File: src/rtl/modem_hif_pkg.sv
// Package: shared address encoding and constants for the modem host interface.
// Assumes an 8-bit host data bus.
package modem_hif_pkg;

    localparam int HIF_DW = 8;

    typedef enum logic [1:0] {
        A_BUF      = 2'b00,   // buffer port (read and write)
        A_CMD_STAT = 2'b01,   // write: command, read: status
        A_CTRL_DQ  = 2'b10,   // write: control, read: data quality
        A_MODE_NA  = 2'b11    // write: mode, read: fixed value
    } hif_addr_e;

    localparam logic [HIF_DW-1:0] UNUSED_RD = '0;

endpackage

File: src/rtl/hif_gap_timer.sv
// Module: enforces a minimum spacing between accepted host accesses.
// An access is accepted only when MIN_GAP cycles have passed since the last
// accepted one. Rejected accesses do not restart the window.
// Assumes MIN_GAP >= 1.
module hif_gap_timer #(
    parameter int MIN_GAP = 4
) (
    input  logic clk,
    input  logic rst_n,
    input  logic req_i,
    output logic accept_o,
    output logic early_o
);
    localparam int CNT_W = (MIN_GAP > 1) ? $clog2(MIN_GAP) : 1;

    logic [CNT_W-1:0] wait_q;

    assign accept_o = req_i && (wait_q == '0);
    assign early_o  = req_i && (wait_q != '0);

    // Load the hold-off window on acceptance, then count it down.
    always_ff @(posedge clk) begin
        if (!rst_n)
            wait_q <= '0;
        else if (accept_o)
            wait_q <= CNT_W'(MIN_GAP - 1);
        else if (wait_q != '0)
            wait_q <= wait_q - 1'b1;
    end

    generate
        if (MIN_GAP > 1) begin : g_spacing_chk
            assert_gap_spacing_R9: assert property (@(posedge clk) disable iff (!rst_n)
                accept_o |=> !accept_o)
                else $error("accesses accepted on back-to-back cycles");
        end
    endgenerate

endmodule

File: src/rtl/hif_buffer.sv
// Module: the transfer buffer, its auto-stepping host pointer and the
// buffer-free flag. The host side steps through the locations in order.
// The modem side addresses them directly.
// Assumes host_wr_i/host_rd_i are already spacing-qualified and address-decoded.
module hif_buffer #(
    parameter int DEPTH = 12,
    parameter int DW    = 8,
    parameter int IDX_W = $clog2(DEPTH + 1)
) (
    input  logic             clk,
    input  logic             rst_n,
    input  logic             tx_mode_i,
    input  logic             host_wr_i,
    input  logic             host_rd_i,
    input  logic [DW-1:0]    host_wdata_i,
    input  logic             ptr_clr_i,
    input  logic             mdm_done_i,
    input  logic             mdm_wr_en_i,
    input  logic [IDX_W-1:0] mdm_wr_idx_i,
    input  logic [DW-1:0]    mdm_wr_data_i,
    input  logic [IDX_W-1:0] mdm_rd_idx_i,
    output logic [DW-1:0]    mdm_rd_data_o,
    output logic [DW-1:0]    host_rd_byte_o,
    output logic             bfree_o
);
    logic [DW-1:0]    mem_q [DEPTH];
    logic [IDX_W-1:0] ptr_q;
    logic             bfree_q;
    logic             wr_ok, rd_ok, step, at_last, refill;
    logic [DW-1:0]    ptr_byte;

    assign wr_ok   = host_wr_i &&  tx_mode_i && bfree_q;
    assign rd_ok   = host_rd_i && !tx_mode_i && bfree_q;
    assign step    = wr_ok || rd_ok;
    assign at_last = (ptr_q == IDX_W'(DEPTH - 1));
    assign refill  = mdm_done_i && !bfree_q;
    assign bfree_o = bfree_q;

    // Buffer-free flag: drops on the final byte, returns on the modem hand-back.
    always_ff @(posedge clk) begin
        if (!rst_n)
            bfree_q <= 1'b1;
        else if (step && at_last)
            bfree_q <= 1'b0;
        else if (refill)
            bfree_q <= 1'b1;
    end

    // Host pointer: home on hand-back or command, advance on each accepted byte.
    always_ff @(posedge clk) begin
        if (!rst_n)
            ptr_q <= '0;
        else if (refill || ptr_clr_i)
            ptr_q <= '0;
        else if (step)
            ptr_q <= ptr_q + 1'b1;
    end

    // One storage byte per location; host writes in Tx, modem writes in Rx.
    generate
        for (genvar g = 0; g < DEPTH; g++) begin : g_byte
            always_ff @(posedge clk) begin
                if (wr_ok && ptr_q == IDX_W'(g))
                    mem_q[g] <= host_wdata_i;
                else if (mdm_wr_en_i && !tx_mode_i && mdm_wr_idx_i == IDX_W'(g))
                    mem_q[g] <= mdm_wr_data_i;
            end
        end
    endgenerate

    // Read muxes for the modem port and the host pointer location.
    always_comb begin
        mdm_rd_data_o = '0;
        ptr_byte      = '0;
        for (int i = 0; i < DEPTH; i++) begin
            if (mdm_rd_idx_i == IDX_W'(i)) mdm_rd_data_o = mem_q[i];
            if (ptr_q == IDX_W'(i))        ptr_byte      = mem_q[i];
        end
    end

    // Host read byte: the pointed location, or zero for a gated read.
    assign host_rd_byte_o = rd_ok ? ptr_byte : '0;

    assert_bfree_drop_R5: assert property (@(posedge clk) disable iff (!rst_n)
        (step && at_last) |=> !bfree_q)
        else $error("buffer-free still set after final byte");

    assert_ptr_home_R6: assert property (@(posedge clk) disable iff (!rst_n)
        $rose(bfree_q) |-> (ptr_q == '0))
        else $error("pointer not at zero when buffer-free returns");

    assert_ptr_hold_R8: assert property (@(posedge clk) disable iff (!rst_n)
        (!step && !ptr_clr_i && !refill) |=> $stable(ptr_q))
        else $error("pointer moved without an accepted access");

    assert_ptr_bound_R5: assert property (@(posedge clk) disable iff (!rst_n)
        ptr_q <= IDX_W'(DEPTH))
        else $error("pointer beyond buffer end");

endmodule

File: src/rtl/hif_regs.sv
// Module: command, control and mode registers plus the sticky access-error bit.
// Assumes the write strobes are decoded and spacing-qualified by the caller.
module hif_regs #(
    parameter int DW = 8
) (
    input  logic          clk,
    input  logic          rst_n,
    input  logic          wr_cmd_i,
    input  logic          wr_ctrl_i,
    input  logic          wr_mode_i,
    input  logic [DW-1:0] wdata_i,
    input  logic          early_i,
    input  logic          stat_rd_i,
    output logic [DW-1:0] cmd_o,
    output logic          cmd_stb_o,
    output logic [DW-1:0] ctrl_o,
    output logic [DW-1:0] mode_o,
    output logic          acc_err_o
);
    // Register loads and the one-cycle command pulse.
    always_ff @(posedge clk) begin
        if (!rst_n) begin
            cmd_o     <= '0;
            ctrl_o    <= '0;
            mode_o    <= '0;
            cmd_stb_o <= 1'b0;
        end else begin
            cmd_stb_o <= wr_cmd_i;
            if (wr_cmd_i)  cmd_o  <= wdata_i;
            if (wr_ctrl_i) ctrl_o <= wdata_i;
            if (wr_mode_i) mode_o <= wdata_i;
        end
    end

    // Sticky error: set by an early access, cleared by an accepted status read.
    always_ff @(posedge clk) begin
        if (!rst_n)
            acc_err_o <= 1'b0;
        else if (early_i)
            acc_err_o <= 1'b1;
        else if (stat_rd_i)
            acc_err_o <= 1'b0;
    end

    assert_cmd_stb_R1: assert property (@(posedge clk) disable iff (!rst_n)
        wr_cmd_i |=> cmd_stb_o)
        else $error("command strobe missing");

    assert_err_set_R9: assert property (@(posedge clk) disable iff (!rst_n)
        early_i |=> acc_err_o)
        else $error("early access not recorded");

    assert_err_sticky_R10: assert property (@(posedge clk) disable iff (!rst_n)
        (acc_err_o && !stat_rd_i) |=> acc_err_o)
        else $error("error bit cleared without status read");

endmodule

File: src/rtl/modem_host_if.sv
// Module: top of the modem host register interface. Decodes host accesses
// through the spacing timer, routes them to the buffer and register bank,
// and registers the read data.
// Assumes host strobes are synchronous to clk and one cycle long.
module modem_host_if
    import modem_hif_pkg::*;
#(
    parameter int BUF_DEPTH = 12,
    parameter int MIN_GAP   = 4,
    parameter int IDX_W     = $clog2(BUF_DEPTH + 1)
) (
    input  logic              clk,
    input  logic              rst_n,
    input  logic              host_cs_i,
    input  logic              host_we_i,
    input  logic [1:0]        host_addr_i,
    input  logic [HIF_DW-1:0] host_wdata_i,
    output logic [HIF_DW-1:0] host_rdata_o,
    input  logic [HIF_DW-3:0] mdm_stat_i,
    input  logic [HIF_DW-1:0] mdm_quality_i,
    input  logic              mdm_done_i,
    input  logic              mdm_wr_en_i,
    input  logic [IDX_W-1:0]  mdm_wr_idx_i,
    input  logic [HIF_DW-1:0] mdm_wr_data_i,
    input  logic [IDX_W-1:0]  mdm_rd_idx_i,
    output logic [HIF_DW-1:0] mdm_rd_data_o,
    output logic              buf_free_o,
    output logic [HIF_DW-1:0] cmd_o,
    output logic              cmd_stb_o,
    output logic [HIF_DW-1:0] ctrl_o,
    output logic [HIF_DW-1:0] mode_o
);
    logic              acc, early, acc_wr, acc_rd, acc_err;
    logic [HIF_DW-1:0] buf_byte;
    hif_addr_e         addr;

    assign addr   = hif_addr_e'(host_addr_i);
    assign acc_wr = acc &&  host_we_i;
    assign acc_rd = acc && !host_we_i;

    hif_gap_timer #(.MIN_GAP(MIN_GAP)) u_gap (
        .clk      (clk),
        .rst_n    (rst_n),
        .req_i    (host_cs_i),
        .accept_o (acc),
        .early_o  (early)
    );

    hif_buffer #(.DEPTH(BUF_DEPTH), .DW(HIF_DW), .IDX_W(IDX_W)) u_buf (
        .clk            (clk),
        .rst_n          (rst_n),
        .tx_mode_i      (mode_o[0]),
        .host_wr_i      (acc_wr && addr == A_BUF),
        .host_rd_i      (acc_rd && addr == A_BUF),
        .host_wdata_i   (host_wdata_i),
        .ptr_clr_i      (acc_wr && addr == A_CMD_STAT),
        .mdm_done_i     (mdm_done_i),
        .mdm_wr_en_i    (mdm_wr_en_i),
        .mdm_wr_idx_i   (mdm_wr_idx_i),
        .mdm_wr_data_i  (mdm_wr_data_i),
        .mdm_rd_idx_i   (mdm_rd_idx_i),
        .mdm_rd_data_o  (mdm_rd_data_o),
        .host_rd_byte_o (buf_byte),
        .bfree_o        (buf_free_o)
    );

    hif_regs #(.DW(HIF_DW)) u_regs (
        .clk       (clk),
        .rst_n     (rst_n),
        .wr_cmd_i  (acc_wr && addr == A_CMD_STAT),
        .wr_ctrl_i (acc_wr && addr == A_CTRL_DQ),
        .wr_mode_i (acc_wr && addr == A_MODE_NA),
        .wdata_i   (host_wdata_i),
        .early_i   (early),
        .stat_rd_i (acc_rd && addr == A_CMD_STAT),
        .cmd_o     (cmd_o),
        .cmd_stb_o (cmd_stb_o),
        .ctrl_o    (ctrl_o),
        .mode_o    (mode_o),
        .acc_err_o (acc_err)
    );

    // Read data register: selected source latched on each accepted read.
    always_ff @(posedge clk) begin
        if (!rst_n)
            host_rdata_o <= '0;
        else if (acc_rd) begin
            unique case (addr)
                A_BUF:      host_rdata_o <= buf_byte;
                A_CMD_STAT: host_rdata_o <= {buf_free_o, acc_err, mdm_stat_i};
                A_CTRL_DQ:  host_rdata_o <= mdm_quality_i;
                A_MODE_NA:  host_rdata_o <= UNUSED_RD;
            endcase
        end
    end

    assert_unused_rd_R2: assert property (@(posedge clk) disable iff (!rst_n)
        (acc_rd && host_addr_i == 2'b11) |=> (host_rdata_o == UNUSED_RD))
        else $error("unused address returned non-fixed data");

    assert_early_drop_R9: assert property (@(posedge clk) disable iff (!rst_n)
        (host_cs_i && host_we_i && host_addr_i == 2'b10 && !acc) |=> $stable(ctrl_o))
        else $error("early control write took effect");

endmodule

File: config.mk
export PLATFORM = sky130hd
export DESIGN_NAME = modem_host_if
export DESIGN_NICKNAME = d
export VERILOG_FILES = /design/src/rtl/modem_hif_pkg.sv /design/src/rtl/hif_gap_timer.sv /design/src/rtl/hif_buffer.sv /design/src/rtl/hif_regs.sv /design/src/rtl/modem_host_if.sv
export SDC_FILE = /design/constraint.sdc
export NUM_CORES = 1
export LEC_CHECK = 0
export BUFFER_PORTS_ARGS = -buffer_cell sky130_fd_sc_hd__buf_2
export CORE_ASPECT_RATIO = 1.5
export CORE_MARGIN = 4
export CORE_UTILIZATION = 45
export CTS_BUF_LIST = sky130_fd_sc_hd__clkbuf_4
export DETAILED_ROUTE_END_ITERATION = 7
export GPL_TIMING_DRIVEN = 0
export PLACE_DENSITY = 0.68
export SKIP_CTS_REPAIR_TIMING = 1
export SLEW_MARGIN = 5
export SYNTH_ARGS = -nofsm -noshare
export SYNTH_HDL_FRONTEND = slang
export SYNTH_SLANG_ARGS = --single-unit
File: constraint.sdc
create_clock -name clk -period 2.3 [get_ports clk]
set_clock_uncertainty 0.15 [all_clocks]
set_input_delay 0.115 -clock clk [delete_from_list [all_inputs] [get_ports clk]]
set_output_delay 0.115 -clock clk [all_outputs]
set_load 0.005 [all_outputs]
==> key figures, run 1 <==
Global routing
  • GRT Util Overall: 0.2835
  • GRT met3 Usage: 0.04679
  • Top Usage Layer GRT: met2
  • Global-route track usage on met2: 0.5030
  • Largest net degree at the start of global routing: 18
  • Vias in the first global route: between 7000 and 8000
  • Initial antenna violation count: 1
  • First-pass GRT wire length: ~43000 microns
  • Global route total overflow: 0
  • GRT met1 Usage: 0.3107

Floorplanning
  • Die Wd: 118 microns
  • Initial Utilization: 0.4571
  • Core area: about 18000 sq um
  • Die Y: 173.0 microns
  • Rows: 60
  • Io pins: between 80 and 90
  • DIE AREA: a little over 20000 sq um

Clock tree
  • Clock buffer depth: 2
  • Root Buffer: clkbuf_4
  • Worst-Skew Late Latency: 630 ps
  • Clock Sinks: 137
  • CTS tree: built
  • Clock Pin Slew Worst Setup and Hold Paths: 160 ps
  • H-tree depth: 4
  • Number of buffers created by CTS: 17

Setup path
  • Crit path DAT: 2060 ps
  • Setup crit start kind: register
  • Setup CP Type: reg2out
  • Worst Path Required: 2040 ps
  • Worst setup EP type: primary output
  • Critical path fanouts, max: 2
  • Max incr delay on CP: 480 ps
  • CP delay by family, top: multiplexers
  • WP buf/inv: 1
  • CP max-delay cell: mux4_2
  • Sequence of cells on the critical path: mux4_2 -> mux2i_1 -> o22a_1 -> a31oi_1 -> buf_2

Timing
  • Final critical-path share of the clock period: 1.011
  • Max Clk Rate: about 430 MHz
  • RSZ-0062 raised after global routing: true
  • Slew headroom: 0.5212
  • Final Max Slew Viols: 0
  • Min Tclk post-route: 2325 ps
  • Fin. Hold Viols: 1
  • Hold WS: -31.27 ps
  • Final setup margin: -25.35 ps
  • Setup TNS Final: -25.35 ps
  • Final setup viols: 1
  • Worst-Margin Slew: 716.4 ps

Cells and area
  • Commonest cells after routing, fill and taps aside: buf_2 (101), mux2_2 (96), edfxtp_1 (96)
  • Area Growth Syn to Fin: 21.03%
  • Share of layout cells above drive strength 1: 0.3309
  • Nets: 981
  • Most common cell after layout, fill and taps aside: buf_2
  • Final Core Density: 0.5533
  • Cell area after layout: 9886 sq um

Detailed routing
  • DR pass1 iterations: 5
  • Via density: 6.411
  • Final wirelength: roughly 31000 microns
  • DRC: 0
  • Vias: roughly 7400
  • DRT iter0 DRCs: 600
  • Wirelength per Cell: 26.34 microns
  • Final ANT Viol Nets: 0

Yosys
  • Synth top area share: 0.3529
  • Yosys warnings: 0
  • Synth top area cells: edfxtp_1 (35%), mux2_2 (13%), dfxtp_1 (10%)
  • Syn_nets: 837
  • Number of synthesized register bits: between 100 and 150
  • Mapped Area: slightly above 8000 sq um
  • Yosys top cell by area: edfxtp_1
  • Sequential share of the synthesized area: 0.4534
  • Synth Flop Type: edfxtp_1
  • Post-synth EDFFs: 96
  • Post-Synthesis Cells: 786
  • Syn Area/Cell: 10.39 sq um
  • Distinct cell type count after synthesis: 65
  • Ys async rst share: 0

Placed design
  • IO buf count: 86
  • DP HPWL: 21780 microns
  • GPL Wtd Cong: 0.9902
  • Post-DP Area: 8870 sq um

Power and ir drop
  • Power, Total: ~5.4 mW
  • Cell Int Power: 3.708 mW
  • Clk pwr share: 0.334
  • Sw Share: 0.3159
  • Peak VDD IR: 323.1 uV
  • Power Density: 548.3 nW/um^2
  • Logic pwr share: 0.160
  • Seq pwr share: 0.507
  • Leak pwr: between 3 and 4 nW
  • Net Sw Power: 1.712 mW

Run status
  • Status: finished, violations left
  • Failing checks: hold timing, setup timing

Hold path
  • Hold Path Class: in2reg

Flow run
  • Max_cap viols: 0
[Yosys cell counts, types with 13 or more instances]
cell type  number
nand3b_1       15
a221oi_1       13
mux2i_1        32
buf_2          23
nand2b_1       16
inv_1          23
nor2b_1        31
a21oi_1        66
nand2_1        84
mux2_2         96
o21ai_0        43
dfxtp_1        41
clkbuf_1       36
edfxtp_1       96
nor2_1         19
[worst paths after layout]
path,from,endpoint,slack [ps],depth (start not counted)
worst max register to register,u_regs.mode_o[0],u_buf.mem_q[1][4],20,4
worst min-delay path,mdm_stat_i[1],host_rdata_o[1],-30,4
worst max-delay path,u_buf.mem_q[1][31],mdm_rd_data_o[7],-30,5
worst min register to register,u_regs.ctrl_o[1],u_regs.ctrl_o[1],320,2
[state kept, by name (all words and copies together), names as in the netlist]
signal            cells
host_rdata_o          8
u_regs.ctrl_o         8
u_regs.cmd_stb_o      1
u_buf.mem_q          96
u_regs.cmd_o          8
u_gap.wait_q          2
u_regs.mode_o         8
u_buf.bfree_o         1
u_regs.acc_err_o      1
u_buf.ptr_q           4
[stage by stage]
step | hold WS [ps] | worst slack (ps) | std cells
3_3_place_gp | 239.5 | -808.5 | 1089
6_report | -31.27 | -25.35 | 1161
5_1_grt | -4.351 | -61.56 | 1161
4_1_cts | -394.2 | -847.2 | 1121
3_5_place_dp | 251.1 | -835.3 | 1089
2_1_floorplan | 122.4 | 47.91 | 786
[metal layers]
metal  wire length, microns  vias up
li1                       -     3228
met1                  10750     3641
met2                  15540      426
met3                   2142      148
met4                   2149        0
met5                      0        -
[worst register-to-register path, delay by kind of cell, from the launching register on]
family | cells | cell delay, ps
flops | 1 | 430
simple gates | 4 | 1390
[logic make-up after synthesis]
| logic type | count (synthesis) | share of synthesized area |
|---|---|---|
| AO/OA/AOI/OAI | 213 | 0.1688 |
| flip-flops | 137 | 0.4534 |
| buffers and inverters | 88 | 0.04626 |
| adder cells (fa/ha/maj) | 5 | 0.007659 |
| XOR/XNOR | 4 | 0.004290 |
| AND/OR/NAND/NOR | 205 | 0.1314 |
| multiplexers | 134 | 0.1881 |
[layout make-up]
class | instances | area, sq um
Timing Repair Buffer | 126 | 823.3
Inverter | 23 | 86.33
Clock buffer | 17 | 127.6
Multi-Input combinational cell | 561 | 4327
Fill cell | 1666 | 7981
Buffer | 64 | 342.8
Sequential cell | 137 | 3707
Antenna cell | 1 | 2.502
Clock inverter | 15 | 197.7
Tap cell | 217 | 271.5
[power by group through the flow]
stage / clock (mW) / sequential, mW / combinational [mW]
after floorplan: 0 / 2.79 / 0.462
after global placement: 0 / 2.80 / 0.746
after detailed placement: 0 / 2.80 / 0.758
after CTS: 1.79 / 2.74 / 0.762
after global routing: 1.90 / 2.75 / 0.920
final: 1.81 / 2.75 / 0.865
Power figures use the tool's default switching activity.
==> run 2, diff against run 1 <==
SETUP_SLACK_MARGIN = 0.05   (was not set)
==> key figures, run 2 (synthesis results as in run 1) <==
Timing
  • Hold WS: -6.684 ps (+24.59 ps)
  • RSZ-0062 raised after global routing: true
  • Fin. Hold Viols: 2 (+1)
  • Worst-Margin Slew: 820.0 ps (+103.6 ps)
  • Min Tclk post-route: 2301 ps (-24.64 ps)
  • Final setup viols: 1 (unchanged)
  • Final Max Slew Viols: 0 (unchanged)
  • Final critical-path share of the clock period: 1.000 (-0.01071)
  • Final setup margin: -0.7083 ps (+24.64 ps)
  • Max Clk Rate: 434.6 MHz (+1.1%)
  • Slew headroom: 0.4534 (-0.06780)

Clock tree
  • Worst-Skew Late Latency: 590 ps (-40 ps)
  • H-tree depth: 4 (unchanged)
  • Root Buffer: clkbuf_4
  • Clock buffer depth: 2 (unchanged)
  • CTS tree: built
  • Clock Sinks: 137 (unchanged)
  • Clock Pin Slew Worst Setup and Hold Paths: 180 ps (+20 ps)
  • Number of buffers created by CTS: 17 (unchanged)

Floorplanning
  • Rows: 60 (unchanged)
  • Die Wd: 118 microns (unchanged)
  • Io pins: 88 (unchanged)
  • DIE AREA: 20410 sq um (unchanged)
  • Initial Utilization: 0.4571 (unchanged)
  • Core area: 17870 sq um (unchanged)
  • Die Y: 173.0 microns (unchanged)

Cells and area
  • Top reg by flops: u_buf.mem_q
  • Share of layout cells above drive strength 1: 0.3475 (+0.01660)
  • Multi-input gate area: 4419 sq um (+2.1%)
  • Area Growth Syn to Fin: 22.32%
  • Largest register FFs: 96 (unchanged)
  • Most common cell after layout, fill and taps aside: buf_2
  • Commonest cells after routing, fill and taps aside: buf_2 (99), mux2_2 (96), edfxtp_1 (96)
  • Cell area after layout: 9991 sq um (+1.1%)
  • Fillers: 1610 (-3.4%)
  • Nets: 982 (+0.10%)
  • Storage cell area: 3712 sq um (+0.13%)

Power and ir drop
  • Power, Total: 5.478 mW (+1.1%)
  • Logic pwr share: 0.159 (about the same)
  • Net Sw Power: 1.682 mW (-1.8%)
  • Leak pwr: 3.679 nW (+0.68%)
  • Peak VDD IR: 387.6 uV (+20%)
  • Cell Int Power: 3.797 mW (+2.4%)
  • Clk pwr share: 0.340 (+0.006)
  • Power Density: 548.3 nW/um^2 (about the same)
  • Seq pwr share: 0.501 (-0.006)
  • Sw Share: 0.3069 (-0.008916)

Placed design
  • IO buf count: 86 (unchanged)
  • DP HPWL: 21310 microns (-2.1%)
  • Post-DP Area: 8870 sq um (unchanged)
  • GPL Wtd Cong: 1.005 (+1.5%)

Detailed routing
  • Wirelength per Cell: 25.55 microns (-3.0%)
  • DR pass1 iterations: 5 (unchanged)
  • WL met3: 2371 microns (+11%)
  • Via density: 6.433 (+0.34%)
  • Vias: 7475 (+0.43%)
  • Top sig layer: met4
  • Routed metal-1 wirelength: 9986 microns (-7.1%)
  • DRC: 0 (unchanged)
  • DR WL met2: 14910 microns (-4.0%)
  • Final wirelength: 29690 microns (-2.9%)
  • Final ANT Viol Nets: 0 (unchanged)
  • DRT iter0 DRCs: 819 (+37%)

Global routing
  • Vias in the first global route: 7242 (+0.60%)
  • Initial antenna violation count: 1 (unchanged)
  • GRT Util Overall: 0.2803 (-0.003179)
  • Largest net degree at the start of global routing: 17 (-1)
  • First-pass GRT wire length: 43110 microns (+0.63%)
  • Global route total overflow: 0 (unchanged)

Setup path
  • Setup CP Type: reg2out
  • Worst Path Required: 2040 ps (about the same)
  • Setup crit start kind: register
  • Critical path fanouts, max: 2 (unchanged)
  • R2r setup slk: 40 ps (+20 ps)
  • Worst setup EP type: primary output
  • Crit path DAT: 2040 ps (-20 ps)

Run status
  • Status: finished, violations left
  • Failing checks: hold timing, setup timing

Hold path
  • Hold Path Class: in2reg

Flow run
  • Max_cap viols: 0 (unchanged)
run 2: changes by cell type in the layout (fill, tap and decap cells not counted), sizes merged:
| cell | previous run | this run |
|---|---|---|
| buf | 113 | 116 |
| bufinv | 1 | 2 |
| clkinv | 4 | 5 |
| dlygate4sd3 | 37 | 35 |
| inv | 33 | 31 |
run 2: cell type report:
class                           instances  share of cell area
Multi-Input combinational cell        561              0.4423
Sequential cell                       137              0.3716
Timing Repair Buffer                  127             0.08265
Buffer                                 64             0.03431
Tap cell                              217             0.02718
Clock inverter                         15             0.02029
Clock buffer                           17             0.01277
Inverter                               23            0.008641
Antenna cell                            1           0.0002505
run 2: final timing paths:
check                     start               end  cells after the start
max          u_buf.mem_q[2][28]  mdm_rd_data_o[4]                      4
min            mdm_quality_i[1]   host_rdata_o[1]                      4
max reg2reg      u_buf.ptr_q[0]   host_rdata_o[6]                      8
min reg2reg     u_gap.wait_q[0]   u_gap.wait_q[0]                      2
run 2: per-layer routing:
| metal | vias up | global-route usage |
|---|---|---|
| met2 | 474 | 0.4898 |
| met4 | 0 | 0.1819 |
| met3 | 158 | 0.04123 |
| li1 | 3226 | - |
| met1 | 3617 | 0.3173 |
| met5 | - | 0 |
run 2: power groups by stage:
stage / logic [mW] / clock network, mW / registers (mW)
finish: 0.872 / 1.86 / 2.75
global route: 0.928 / 1.94 / 2.75
CTS: 0.754 / 1.85 / 2.75
detailed placement: 0.751 / 0 / 2.80
global placement: 0.737 / 0 / 2.80
floorplan: 0.462 / 0 / 2.79
run 2: critical path: stages (launching register included):
cell	delay [ps]
edfxtp_1	450
mux4_2	550
a22oi_2	200
o21ai_2	110
buf_2	140
run 2: through the flow:
step | std cells | hold slack, ps | worst slack (ps) | util | setup TNS [ps]
2_1_floorplan | 786 | 122.4 | 130.7 | - | 0
3_3_place_gp | 1089 | 239.5 | -740.9 | 0.4964 | -31130
3_5_place_dp | 1089 | 255.9 | -795.9 | 0.4964 | -33020
4_1_cts | 1121 | -361.9 | -803.2 | 0.5149 | -37710
5_1_grt | 1162 | 33.74 | -47.86 | 0.5592 | -70.66
6_report | 1162 | -6.684 | -0.7083 | 0.5592 | -0.7083
